--- config.mk ---
export PLATFORM = sky130hd
export DESIGN_NAME = nq_solver
export DESIGN_NICKNAME = d
export VERILOG_FILES = /design/src/rtl/nq_solver.sv
export SDC_FILE = /design/constraint.sdc
export NUM_CORES = 1
export LEC_CHECK = 0
export ABC_CLOCK_PERIOD_IN_PS = 5000
export BUFFER_PORTS_ARGS = -buffer_cell sky130_fd_sc_hd__buf_2
export CORE_ASPECT_RATIO = 1.25
export CORE_MARGIN = 4
export CORE_UTILIZATION = 50
export CTS_BUF_LIST = sky130_fd_sc_hd__clkbuf_2 sky130_fd_sc_hd__clkbuf_4 sky130_fd_sc_hd__clkbuf_8
export CTS_CLUSTER_DIAMETER = 50
export DETAILED_ROUTE_END_ITERATION = 7
export HOLD_SLACK_MARGIN = 0.03
export PLACE_DENSITY = 0.75
export REMOVE_ABC_BUFFERS = 1
export SYNTH_ARGS = -nofsm -noshare
export SYNTH_HDL_FRONTEND = slang
export SYNTH_SLANG_ARGS = --single-unit
--- constraint.sdc ---
create_clock -name clk -period 5 [get_ports clk]
set_input_delay 0.5 -clock clk [delete_from_list [all_inputs] [get_ports clk]]
set_output_delay 0.5 -clock clk [all_outputs]
set_load 0.03 [all_outputs]
--- src/rtl/nq_solver.sv ---
module nq_solver #(
  parameter int N = 8,
  localparam int W = (N > 1) ? $clog2(N) : 1,
  localparam int CW = $clog2(N + 1)
) (
  input  logic           clk,
  input  logic           rst_n,
  input  logic           start,
  output logic           busy,
  output logic           solved,
  output logic           no_solution,
  output logic [N-1:0]   placed,
  output logic [N*W-1:0] rows
);

  logic [W-1:0]  row_q [N];
  logic [N-1:0]  placed_q;
  logic [W-1:0]  tok;
  logic [CW-1:0] cand;
  logic          busy_q, solved_q, none_q;
  logic          safe, exhausted, at_first, at_last;
  logic [W-1:0]  prv;
  logic [N-1:0]  right_of_tok;

  assign exhausted = (cand == CW'(N));
  assign at_first  = (tok == '0);
  assign at_last   = (tok == W'(N - 1));
  assign prv       = at_first ? '0 : tok - 1'b1;

  always_comb begin
    safe = 1'b1;
    for (int j = 0; j < N; j++) begin
      if (j < int'(tok)) begin
        if (int'(row_q[j]) == int'(cand) ||
            int'(row_q[j]) - int'(cand) == int'(tok) - j ||
            int'(cand) - int'(row_q[j]) == int'(tok) - j)
          safe = 1'b0;
      end
    end
  end

  always_comb
    for (int i = 0; i < N; i++) right_of_tok[i] = (i > int'(tok));

  always_ff @(posedge clk or negedge rst_n) begin
    if (!rst_n) begin
      for (int i = 0; i < N; i++) row_q[i] <= '0;
      placed_q <= '0;
      tok      <= '0;
      cand     <= '0;
      busy_q   <= 1'b0;
      solved_q <= 1'b0;
      none_q   <= 1'b0;
    end else if (start && !busy_q) begin
      for (int i = 0; i < N; i++) row_q[i] <= '0;
      placed_q <= '0;
      tok      <= '0;
      cand     <= '0;
      busy_q   <= 1'b1;
      solved_q <= 1'b0;
      none_q   <= 1'b0;
    end else if (busy_q) begin
      if (exhausted) begin
        row_q[tok]    <= '0;
        placed_q[tok] <= 1'b0;
        if (at_first) begin
          busy_q <= 1'b0;
          none_q <= 1'b1;
        end else begin
          tok  <= prv;
          cand <= CW'(row_q[prv]) + 1'b1;
        end
      end else if (safe) begin
        row_q[tok]    <= cand[W-1:0];
        placed_q[tok] <= 1'b1;
        if (at_last) begin
          busy_q   <= 1'b0;
          solved_q <= 1'b1;
        end else begin
          tok  <= tok + 1'b1;
          cand <= '0;
        end
      end else begin
        cand <= cand + 1'b1;
      end
    end
  end

  assign busy        = busy_q;
  assign solved      = solved_q;
  assign no_solution = none_q;
  assign placed      = placed_q;

  for (genvar i = 0; i < N; i++) begin : g_out
    assign rows[i*W +: W] = row_q[i];

    p_holder_only_r4: assert property (@(posedge clk) disable iff (!rst_n)
      (!$stable(row_q[i]) || !$stable(placed_q[i])) |->
        (($past(busy_q) && $past(tok) == W'(i)) || $past(start && !busy_q)));
  end

  p_start_clears_r2: assert property (@(posedge clk) disable iff (!rst_n)
    (start && !busy_q) |=> (busy_q && !solved_q && !none_q && placed_q == '0 && tok == '0));

  p_right_empty_r7: assert property (@(posedge clk) disable iff (!rst_n)
    busy_q |-> ((placed_q & right_of_tok) == '0));

  p_solved_full_r8: assert property (@(posedge clk) disable iff (!rst_n)
    solved_q |-> (&placed_q && !busy_q));

  p_none_empty_r9: assert property (@(posedge clk) disable iff (!rst_n)
    none_q |-> (placed_q == '0 && !busy_q));

  p_flags_excl_r10: assert property (@(posedge clk) disable iff (!rst_n)
    !(solved_q && none_q));

  p_flags_hold_r10: assert property (@(posedge clk) disable iff (!rst_n)
    ((solved_q || none_q) && !start) |=> (solved_q == $past(solved_q) && none_q == $past(none_q)));

endmodule

### After elaboration in Yosys (flattened, before gate mapping)

Cells that the tools add are included.

| word-level totals | value |
|---|---|
| flip-flop bits (word level) | 42 |
| input bits | 3 |
| output and inout bits | 35 |
| logic and storage cells | 172 |

| cells by class | value |
|---|---|
| add/sub/neg operators | 24 |
| magnitude comparators | 12 |
| eq/ne operators | 27 |
| multiplexer cells | 58 |
| bitwise logic cells | 7 |
| reduce and logical (&&, ||, !) cells | 30 |

Operator list:

| kind | number |
|---|---|
| two-way mux 24 bit | 4 |
| equality test 5 x 4 -> 1 bit | 14 |
| subtractor 3 x 4 -> 5 bit | 7 |
| subtractor 4 x 3 -> 5 bit | 7 |
| two-way mux 8 bit | 4 |
| two-way mux 1 bit | 30 |
| two-way mux 3 bit | 10 |
| equality test 4 bit | 7 |
| AND 24 bit | 1 |
| bitwise mux 24 bit | 1 |
| two-way mux 4 bit | 6 |
| inverter 24 bit | 1 |
| logical OR 1 bit | 14 |
| subtractor 3 x 3 -> 4 bit, second input constant | 3 |
| nonzero test 2 bit | 5 |
| binary-select mux 3 bit (select 3 bit) | 1 |
| demux 3 bit (select 3 bit) | 1 |
| < comparator 3 bit, first input constant | 3 |
| AND 8 bit | 1 |
| >= comparator 4 bit, second input constant | 2 |
| inverter 3 -> 4 bit | 2 |
| inverter 8 bit | 1 |
| bitwise OR 8 bit | 1 |
| AND reduction 4 bit | 2 |
| 23 further kinds | 30 |

### Depth between registers and ports, before layout

Gate-level depths: netlist of the first run.

| depth | value |
|---|---|
| depth after elaboration | 22 |
| mapped depth | 14 |
| gate-level depth less buffers | 12 |

### Least setup slack after synthesis of the first run

No wires, ideal clock.

| timing path | value |
|---|---|
| kind | register to register |
| start | register cand[1] |
| end | register row_q, in the netlist rows[23] |
| library setup time | 83 ps |
| arrival time | 3648 ps |
| data required time | 4917 ps |
| setup slack | 1269 ps |
| cell stages (with the launch flop) | 11 |
| path buffers | 0 |
| path through | dfrtp_1 inv_1 fa_1 nand3b_1 a2111o_1 o2111a_1 a41oi_2 nand4_2 o31ai_4 nor3b_2 mux2i_1 |

| on the way | value |
|---|---|
| word-level cells in the longest chain between the ends | 20 |
| elaborated cells between the ends (all ways) | 69 |

Ends and longest elaborated chain:

| what | line | source |
|---|---|---|
| start: declaration | 19 | `logic [CW-1:0] cand;` |
| start signal: assignment | 71 | `cand <= CW'(row_q[prv]) + 1'b1;` |
| start signal: assignment | 84 | `cand <= cand + 1'b1;` |
| subtractor 3 x 4 -> 5 bit | 35 | `int'(row_q[j]) - int'(cand) == int'(tok) - j \|\|` |
| equality test 5 x 4 -> 1 bit | 35 |  |
| logical OR 1 bit | 34 | `if (int'(row_q[j]) == int'(cand) \|\|` |
| logical OR 1 bit | 35 |  |
| two-way mux 1 bit | 34 |  |
| two-way mux 1 bit | 33 | `if (j < int'(tok)) begin` |
| two-way mux 1 bit | 34 |  |
| two-way mux 1 bit | 33 |  |
| (+4 left out) | -- |  |
| two-way mux 1 bit | 34 |  |
| two-way mux 1 bit | 33 |  |
| two-way mux 1 bit | 34 |  |
| two-way mux 1 bit | 33 |  |
| two-way mux 1 bit | 34 |  |
| two-way mux 1 bit | 33 |  |
| nonzero test 3 bit (no source line) | -- |  |
| AND reduction 2 bit (no source line) | -- |  |
| end signal: indexed assignment | 74 | `row_q[tok] <= cand[W-1:0];` |
| end: declaration | 16 | `logic [W-1:0] row_q [N];` |

Parallel ways exist; a longest one is shown, timed or not. The select of a mux whose other input is x is not followed.
A chain may end at the register's enable or synchronous reset.

### Final worst setup path of the first run

| timing path | value |
|---|---|
| start | register tok[2] |
| end | register row_q, in the netlist rows[11] |

| on the way | value |
|---|---|
| word-level cells in the longest chain between the ends | 19 |
| elaborated cells between the ends (all ways) | 70 |

Ends and longest elaborated chain:

| what | line | source |
|---|---|---|
| start: declaration | 18 | `logic [W-1:0] tok;` |
| start signal: assignment | 70 | `tok <= prv;` |
| start signal: assignment | 80 | `tok <= tok + 1'b1;` |
| branches (longest 19 deep; another with subtractor 3 x 1 -> 4 bit) | -- |  |

Several ways; the timed one is not identified. The select of a mux whose other input is x is not followed.

==> results of run 1 <==
[critical path: stages, from the launching register on]
cell and delay (ns):
dfrtp_1 0.86, inv_1 0.33, ha_1 0.49, xnor3_1 0.43, nand2_1 0.07, o21ai_0 0.10
a22oi_1 0.29, nand4_2 0.21, o31ai_4 0.56, nor3b_2 0.39, mux2i_1 0.22
[cell families (layout without fill, tap and decap cells)]
group                    after synthesis  in the layout  synth area share (%)
AO/OA/AOI/OAI                        126            126                  18.9
XOR/XNOR                              42             42                  8.15
adder cells (fa/ha/maj)               72             72                  20.7
buffers and inverters                 74            101                  6.74
flip-flops                            42             42                  21.6
multiplexers                          14             14                  3.93
AND/OR/NAND/NOR                      174            174                  20.0
[stage by stage]
| stage | util (%) | setup slack (ns) |
|---|---|---|
| after floorplan | - | 0.700 |
| after global placement | 53.7 | 1.15 |
| after detailed placement | 53.7 | 1.08 |
| after CTS | 54.6 | 1.05 |
| after global routing | 54.6 | 0.770 |
| final | 54.6 | 0.949 |
[state kept, by name, indices dropped and copies added (netlist names)]
| signal | count |
|---|---|
| rows | 24 |
| placed | 8 |
| cand | 4 |
| tok | 3 |
| busy | 1 |
| no_solution | 1 |
| solved | 1 |
[worst max path at each step]
stage | start | end | slack [ns] | cells after the start
after floorplan | cand[1]$_DFFE_PN0P_ | busy$_DFF_PN0_ | 0.70 | 10
after global placement | tok[2]$_DFFE_PN0P_ | rows[17]$_DFFE_PN0P_ | 1.15 | 10
after detailed placement | tok[2]$_DFFE_PN0P_ | rows[11]$_DFFE_PN0P_ | 1.08 | 10
after CTS | tok[2]$_DFFE_PN0P_ | rows[11]$_DFFE_PN0P_ | 1.05 | 10
after global routing | tok[2]$_DFFE_PN0P_ | rows[11]$_DFFE_PN0P_ | 0.77 | 10
final | tok[2]$_DFFE_PN0P_ | rows[11]$_DFFE_PN0P_ | 0.95 | 10
[layer usage]
metal / vias up / GRT usage, %
li1: 2013 / -
met1: 2184 / 31.6
met2: 238 / 42.3
met3: 82 / 5.09
met4: 0 / 19.0
met5: - / 0
[layout by cell type (no fill, tap or decap), drive strengths merged, types with 11 or more instances in the layout]
master	synthesis	final
a21oi	29	29
buf	14	47
dfrtp	42	42
fa	14	14
ha	58	58
inv	46	46
nand2	55	55
nand3	11	11
nand4	11	11
nor2	20	20
nor2b	19	19
nor3	12	12
o21ai	22	22
o32ai	16	16
xnor2	26	26
xor2	15	15
[final cells by class]
class	instances	area share (%)
multi-input combinational	428	66.9
sequential	42	20.1
timing repair buffer	47	4.99
inverter	47	3.38
tap	126	3.02
clock buffer	6	1.46
clock inverter	1	0.144
==> metrics.md, run 1 <==
| Metric | Value |
|---|---|
| TritonCTS Buffers | 5 |
| Met1 wire length | 5.62 mm |
| Hold_buf cts | 0 |
| F_max | 247 MHz |
| Setup violators final | 0 |
| Die Span Y | 118 um |
| Initial antenna violation count | 0 |
| Vias in the first global route | around 4500 |
| Cell accounting for the most synthesized area | dfrtp_1 |
| Post-layout min period | 4.05 ns |
| Ant. Diodes | 0 |
| Highest routed layer | met4 |
| Slew @ Worst Pin | 1.01 ns |
| Syn Inst Count | between 500 and 600 |
| WL final | 15.0 mm |
| Clock Sinks | 42 |
| Met2 wire length | 7.20 mm |
| Worst slew margin | between 30% and 40% |
| Core Area | 0.00956 sq mm |
| Critical Path RT | 5.24 ns |
| Synth Warn # | 0 |
| H-tree depth | 2 |
| Reg area | 0.00105 sq mm |
| CTS tree | done |
| Status | complete, no violations |
| Post-DP HPWL | 10.8 mm |
| Hold Path Class | in2async |
| Later-pin clock latency in the skew report | about 0.32 ns |
| Reg2reg path depth | 10 |
| Per-cell routed wire length | 21.6 um |
| Clock root buffer | clkbuf_8 |
| Syn avg cell area | 8.94 sq um |
| CP Max Fanout | 18 |
| Top cell type's share of synthesized area | ~22% |
| WHS | 0.346 ns |
| Placed cells | 690 |
| Vias | 4517 |
| DIE AREA | 0.0114 sq mm |
| Post-CTS sizing | 0 |
| DIE WIDTH | 96.2 um |
| Initial drt markers | 422 |
| Post-synth EDFFs | 0 |
| Clk_skew | 0.0133 ns |
| Crit path DAT | 4.29 ns |
| Post-route non-filler standard cell count | approximately 700 |
| Mapped Area | 0.00487 sq mm |
| DR vias/cell | 6.48 |
| Post-synthesis register bit count | 42 |
| Area delta synth->final | 7.20% |
| Metal3 WL | 1.18 mm |
| Filler instances | 887 |
| First-pass GRT wire length | 23.3 mm |
| Synth async-reset ratio | 100% |
| GP Congestion | 1.02 |
| Largest net degree at the start of global routing | between 40 and 50 |
| Number of routed nets with antenna violations | 0 |
| Reg-to-Reg Start | tok[2]$_DFFE_PN0P_ |
| Pins Over Slew Limit | 0 |
| Clk buf depth | 2 |
| Dominant synthesized flop cell | dfrtp_1 |
| Total GRT Usage | 26.7% |
| R2r endpoint | rows[11]$_DFFE_PN0P_ |
| Critical path endpoint category | flop |
| Layout Nets | 646 |
| I/O Buffers | 37 |
| Sequential fraction of the synthesis area | 21.6% |
| Post-route cell area | between 0.005 and 0.006 sq mm |
| DRC Markers | 0 |
| Reg2reg setup slack | 0.95 ns |
| Fin Setup TNS | 0 ns |
| Post-placement cell area | a little over 0.005 sq mm |
| Most common cell in the netlist | ha_1 |
| Multi-input gate area | around 0.0035 sq mm |
| Share of layout cells above drive strength 1 | 13.5% |
| Tcrit/Tclk final | between 80% and 90% |
| Worst-path clk slew | about 0.09 ns |
| Effective utilization at floorplan | 50.9% |
| Num ports | 38 |
| Post-CTS setup buffer count | 0 |
| Startpoint Class | flop |
| Synth top area cells | dfrtp_1 22%, ha_1 15%, fa_1 5.8%, xnor2_1 4.3%, nand2_1 4.2% |
| Synth cell count leaders | 58 x ha_1, 55 x nand2_1, 45 x inv_1 |
| Synth unique cells | 82 |
| RSZ-0062 raised after global routing | false |
| Global route total overflow | 0 |
| Final Hold Vio Count | 0 |
| Max_cap viols | 0 |
| Row count | 40 |
| Critical path class | reg2reg |
| Drt pass-1 iters | 5 |
Power of run 1 is left out: the tool's default activity adds up to more than one toggle a clock period on the data nets, which glitch-free logic cannot reach.
==> run 2: changes to the inputs <==
- ABC_CLOCK_PERIOD_IN_PS: 5000 -> 4100
- clock period: 5 -> 4.1 ns (I/O delays scaled with it)
==> run 2 against run 1 <==
Compared with the run above: via count rose by 0.18%; utilization rose by 0.97 points; design area rose by 1.8%.
==> metrics.md, run 2 (same netlist as run 1, synthesis figures left out) <==
| Metric | Value |
|---|---|
| Clock root buffer | clkbuf_8 |
| Filler instances | 852 (-3.9%) |
| Largest net degree at the start of global routing | 43 (unchanged) |
| Die Span Y | 118 um (unchanged) |
| Post-placement cell area | 0.00521 sq mm (+1.5%) |
| Total GRT Usage | 26.7% (about the same) |
| Post-CTS setup buffer count | 0 (unchanged) |
| Initial antenna violation count | 0 (unchanged) |
| Critical path class | reg2reg |
| Reg2reg path depth | 12 (+2) |
| DP Worst Slack | 0.202 ns (-0.875 ns) |
| Post-layout min period | 3.89 ns (-0.165 ns) |
| CP Max Fanout | 10 (-8) |
| RSZ-0062 raised after global routing | false |
| Tcrit/Tclk final | 94.8% (+14 points) |
| Worst-path clk slew | 0.09 ns (about the same) |
| I/O Buffers | 37 (unchanged) |
| Reg area | 0.00105 sq mm (unchanged) |
| Critical Path RT | 4.31 ns (-0.93 ns) |
| Per-cell routed wire length | 20.9 um (-3.2%) |
| DR vias/cell | 6.39 (-1.4%) |
| DRC Markers | 0 (unchanged) |
| Startpoint Class | flop |
| H-tree depth | 2 (unchanged) |
| Max_cap viols | 0 (unchanged) |
| Ant. Diodes | 0 (unchanged) |
| Final setup margin | 0.214 ns (-0.735 ns) |
| Commonest non-fill, non-tap cell in the layout | ha_1 |
| Num ports | 38 (unchanged) |
| Share of layout cells above drive strength 1 | 15.1% (+1.6 points) |
| Vias | 4525 (+0.18%) |
| First-pass GRT wire length | 23.6 mm (+1.2%) |
| Clock Sinks | 42 (unchanged) |
| Setup violators final | 0 (unchanged) |
| Multi-input gate area | 0.00349 sq mm (+0.18%) |
| CTS tree | done |
| Post-DP HPWL | 11.3 mm (+4.9%) |
| Critical path endpoint category | flop |
| Crit path DAT | 4.10 ns (-0.19 ns) |
| Clk_skew | 0.00686 ns (-0.00649 ns) |
| GP Congestion | 1.04 (+2.4%) |
| Effective utilization at floorplan | 50.9% (unchanged) |
| Post-route cell area | 0.00531 sq mm (+1.8%) |
| WL final | 14.8 mm (-1.6%) |
| WHS | 0.262 ns (-0.0837 ns) |
| Number of flip-flops under the largest register name | 24 (unchanged) |
| Global route total overflow | 0 (unchanged) |
| Vias in the first global route | 4491 (+0.34%) |
| Core Area | 0.00956 sq mm (unchanged) |
| Later-pin clock latency in the skew report | 0.30 ns (-0.02 ns) |
| Final Hold Vio Count | 0 (unchanged) |
| F_max | 257 MHz (+4.2%) |
| Clk buf depth | 2 (unchanged) |
| Reg2reg setup slack | 0.21 ns (-0.74 ns) |
| Number of routed nets with antenna violations | 0 (unchanged) |
| Area delta synth->final | 9.10% |
| Most frequent cells in the layout | 58 x ha_1, 55 x nand2_1, 45 x inv_1 |
| Initial drt markers | 463 (+9.7%) |
| Final Util | 55.5% (+0.97 points) |
| Layout Nets | 656 (+1.5%) |
| TritonCTS Buffers | 5 (unchanged) |
| Worst slew margin | 35.2% (+2.8 points) |
| Slew @ Worst Pin | 0.973 ns (-0.0416 ns) |
| Hold Path Class | in2async |
| Row count | 40 (unchanged) |
| DIE AREA | 0.0114 sq mm (unchanged) |
| Drt pass-1 iters | 5 (unchanged) |
| DIE WIDTH | 96.2 um (unchanged) |
| Status | complete, no violations |
| Pins Over Slew Limit | 0 (unchanged) |
[run 2: changes by cell type in the layout (fill, tap and decap cells not counted)]
| cell | before | now |
|---|---|---|
| buf_4 | 10 | 20 |
| clkbuf_4 | 1 | 0 |
| clkbuf_8 | 5 | 6 |
| clkinv_2 | 0 | 1 |
| nor3_2 | 1 | 0 |
| nor3_4 | 0 | 1 |
[run 2: path summary, 6_finish.rpt]
check,start,endpoint
hold / removal,rst_n,placed[0]$_DFFE_PN0P_
max in group asynchronous,rst_n,placed[6]$_DFFE_PN0P_
setup / recovery,cand[0]$_DFFE_PN0P_,rows[22]$_DFFE_PN0P_
setup reg to reg,cand[0]$_DFFE_PN0P_,rows[22]$_DFFE_PN0P_
min in group clk,start,no_solution$_DFFE_PN0P_
hold reg to reg,solved$_DFFE_PN0P_,solved$_DFFE_PN0P_
[run 2: critical path, cell delays in order, from the launching register on]
cell and delay [ns]:
dfrtp_1 0.52, inv_1 0.44, ha_1 0.26, inv_1 0.06, fa_1 0.48, a221oi_1 0.34
o21ai_0 0.14, a41oi_2 0.22, nand4_2 0.19, nor3_4 0.38, buf_4 0.24, nand3_2 0.26
o22ai_1 0.26
[run 2: cell type report]
cell class	count	area share, %
clock buffers	6	1.56
well taps	126	2.97
flip-flops and latches	42	19.8
multi-input cells	428	65.8
repair buffers	57	6.32
clock inverters	2	0.236
inverters	47	3.32
[run 2: repair_timing]
action,CTS,global route
hold buffers,0,0
resized for setup,0,1
setup endpoints to repair,0,18
[run 2: metal layers]
layer / up-vias / routed length (um) / global-route usage (%)
met1: 2175 / 5450 / 33.0
met5: - / 0 / 0
met3: 73 / 1170 / 4.01
met2: 240 / 7450 / 44.4
met4: 0 / 733 / 13.1
li1: 2037 / - / -
[run 2: through the flow]
step	TNS, ns	std cells
finish	0	708
global route	0	708
CTS	0	708
detailed placement	0	700
global placement	0	700
floorplan	-0.679	517
Power of run 2 is left out for the same reason.
==> run 3: changes to the inputs <==
- CELL_PAD_IN_SITES_DETAIL_PLACEMENT: unset -> 1
- CELL_PAD_IN_SITES_GLOBAL_PLACEMENT: unset -> 1
- CORE_UTILIZATION: 50 -> 49
- PLACE_DENSITY: 0.75 -> 0.91
==> run 3 against run 2 <==
Compared with the run above: design area decreased by 0.54%; non-clock buffer count decreased by 3; final cell count decreased by 0.42%; setup slack improved by 0.013 ns; wire length increased by 13%; sequential cell count unchanged; first-iteration DRC count decreased by 30%; critical path depth increased by 1; hold slack got worse by 0.013 ns; critical endpoint is now cand[1]$_DFFE_PN0P_.
==> metrics.md, run 3 (same netlist as run 1, synthesis figures left out) <==
| Metric | Value |
|---|---|
| Status | complete, no violations |
| DR vias/cell | 6.50 (+1.8%) |
| RSZ-0062 raised after global routing | false |
| Critical Path RT | 4.33 ns (+0.02 ns) |
| Per-cell routed wire length | 23.8 um (+14%) |
| Critical path endpoint category | flop |
| Ant. Diodes | 0 (unchanged) |
| Commonest non-fill, non-tap cell in the layout | ha_1 |
| Layout Nets | 653 (-0.46%) |
| Post-DP HPWL | 12.5 mm (+11%) |
| Max_cap viols | 0 (unchanged) |
| Critical-path cell list | inv_1, ha_1, inv_1, fa_1, and3b_1, a21oi_1, or3b_1, o32ai_1, a32o_1, nor3_2, buf_4, a31oi_1, mux2i_1 |
| Initial drt markers | 323 (-30%) |
| Share of layout cells above drive strength 1 | 14.7% (-0.44 points) |
| Pins Over Slew Limit | 0 (unchanged) |
| Crit path max-delay family | compound AO/OA/AOI/OAI gates |
| Number of flip-flops under the largest register name | 24 (unchanged) |
| Core Area | 0.00966 sq mm (+1.0%) |
| Vias | 4585 (+1.3%) |
| Worst-path clk slew | 0.10 ns (about the same) |
| Setup violators final | 0 (unchanged) |
| Die Span Y | 119 um (+0.95%) |
| GP Congestion | 0.967 (-7.0%) |
| Tcrit/Tclk final | 94.5% (-0.32 points) |
| Largest net degree at the start of global routing | 43 (unchanged) |
| DRC Markers | 0 (unchanged) |
| Crit path DAT | 4.10 ns (about the same) |
| Hold_buf cts | 0 (unchanged) |
| Final Hold Vio Count | 0 (unchanged) |
| Slowest cell on crit path | dfrtp_1 |
| Startpoint Class | flop |
| WL final | 16.8 mm (+13%) |
| Buf/Inv on CP | 3 (unchanged) |
| Total GRT Usage | 29.2% (+2.5 points) |
| Hold Path Class | in2async |
| Clk_skew | 0.0148 ns (+0.00790 ns) |
| Effective utilization at floorplan | 50.4% (-0.53 points) |
| CP Max Fanout | 20 (+10) |
| Critical path class | reg2reg |
| Post-CTS sizing | 0 (unchanged) |
| First-pass GRT wire length | 27.0 mm (+14%) |
| Later-pin clock latency in the skew report | 0.31 ns (about the same) |
| Crit-path most repeated cell | inv_1 |
| H-tree depth | 2 (unchanged) |
| Most frequent cells in the layout | 58 x ha_1, 55 x nand2_1, 45 x inv_1 |
| Largest stage delay on the critical path | 0.55 ns (+0.03 ns) |
| Final Util | 54.7% (-0.87 points) |
| Worst slew margin | 32.2% (-3.0 points) |
| DIE AREA | 0.0116 sq mm (+1.9%) |
| Clk buf depth | 2 (unchanged) |
| Post-CTS setup buffer count | 0 (unchanged) |
| Num ports | 38 (unchanged) |
| Slew @ Worst Pin | 1.01 ns (+0.0412 ns) |
| Post-layout min period | 3.87 ns (-0.0130 ns) |
| Clock Sinks | 42 (unchanged) |
| Area delta synth->final | 8.51% |
| Number of routed nets with antenna violations | 0 (unchanged) |
| I/O Buffers | 37 (unchanged) |
| Reg2reg setup slack | 0.23 ns (about the same) |
| Global route total overflow | 0 (unchanged) |
| Vias in the first global route | 4959 (+10%) |
| DIE WIDTH | 97.1 um (+0.93%) |
| Clock root buffer | clkbuf_8 |
| Initial antenna violation count | 0 (unchanged) |
| F_max | 258 MHz (+0.34%) |
| Drt pass-1 iters | 5 (unchanged) |
| Row count | 40 (unchanged) |
| TritonCTS Buffers | 5 (unchanged) |
| CTS tree | done |
## run 3: changes by cell type in the layout (fill, tap and decap cells not counted)
| cell | before | now |
|---|---|---|
| buf_4 | 20 | 17 |
| nor3_2 | 0 | 1 |
| nor3_4 | 1 | 0 |
## run 3: final cells by class
type	count	area (sq um)
fill	1164	4380
multi-input combinational	428	3490
sequential	42	1050
timing repair buffer	54	313
inverter	47	176
tap	126	158
clock buffer	6	82.6
clock inverter	2	12.5
## run 3: worst paths after layout
path / start / end / cells past startpoint
min in group clk: start / no_solution$_DFFE_PN0P_ / 2
min reg2reg: solved$_DFFE_PN0P_ / solved$_DFFE_PN0P_ / 1
max in group asynchronous: rst_n / rows[6]$_DFFE_PN0P_ / 1
max reg2reg: cand[0]$_DFFE_PN0P_ / cand[1]$_DFFE_PN0P_ / 13
min: rst_n / placed[5]$_DFFE_PN0P_ / 1
max: cand[0]$_DFFE_PN0P_ / cand[1]$_DFFE_PN0P_ / 13
## run 3: per-stage QoR
step | cells | hold slack [ns] | TNS (ns) | setup WS [ns] | area [sq um]
2_1_floorplan | 517 | 0.114 | -0.679 | -0.200 | 4710
3_3_place_gp | 697 | 0.486 | 0 | 0.480 | 5180
3_5_place_dp | 697 | 0.487 | 0 | 0.326 | 5180
4_1_cts | 705 | 0.272 | 0 | 0.272 | 5280
5_1_grt | 705 | 0.321 | 0 | 0.0505 | 5280
6_report | 705 | 0.248 | 0 | 0.227 | 5280
## run 3: routing by layer
layer	vias to the layer above	global-route usage, %	wire, um
met5	-	0	0
met4	0	14.6	820
met3	75	3.57	928
met2	193	51.4	8500
met1	2292	34.9	6530
li1	2025	-	-
Power of run 3 is left out for the same reason.
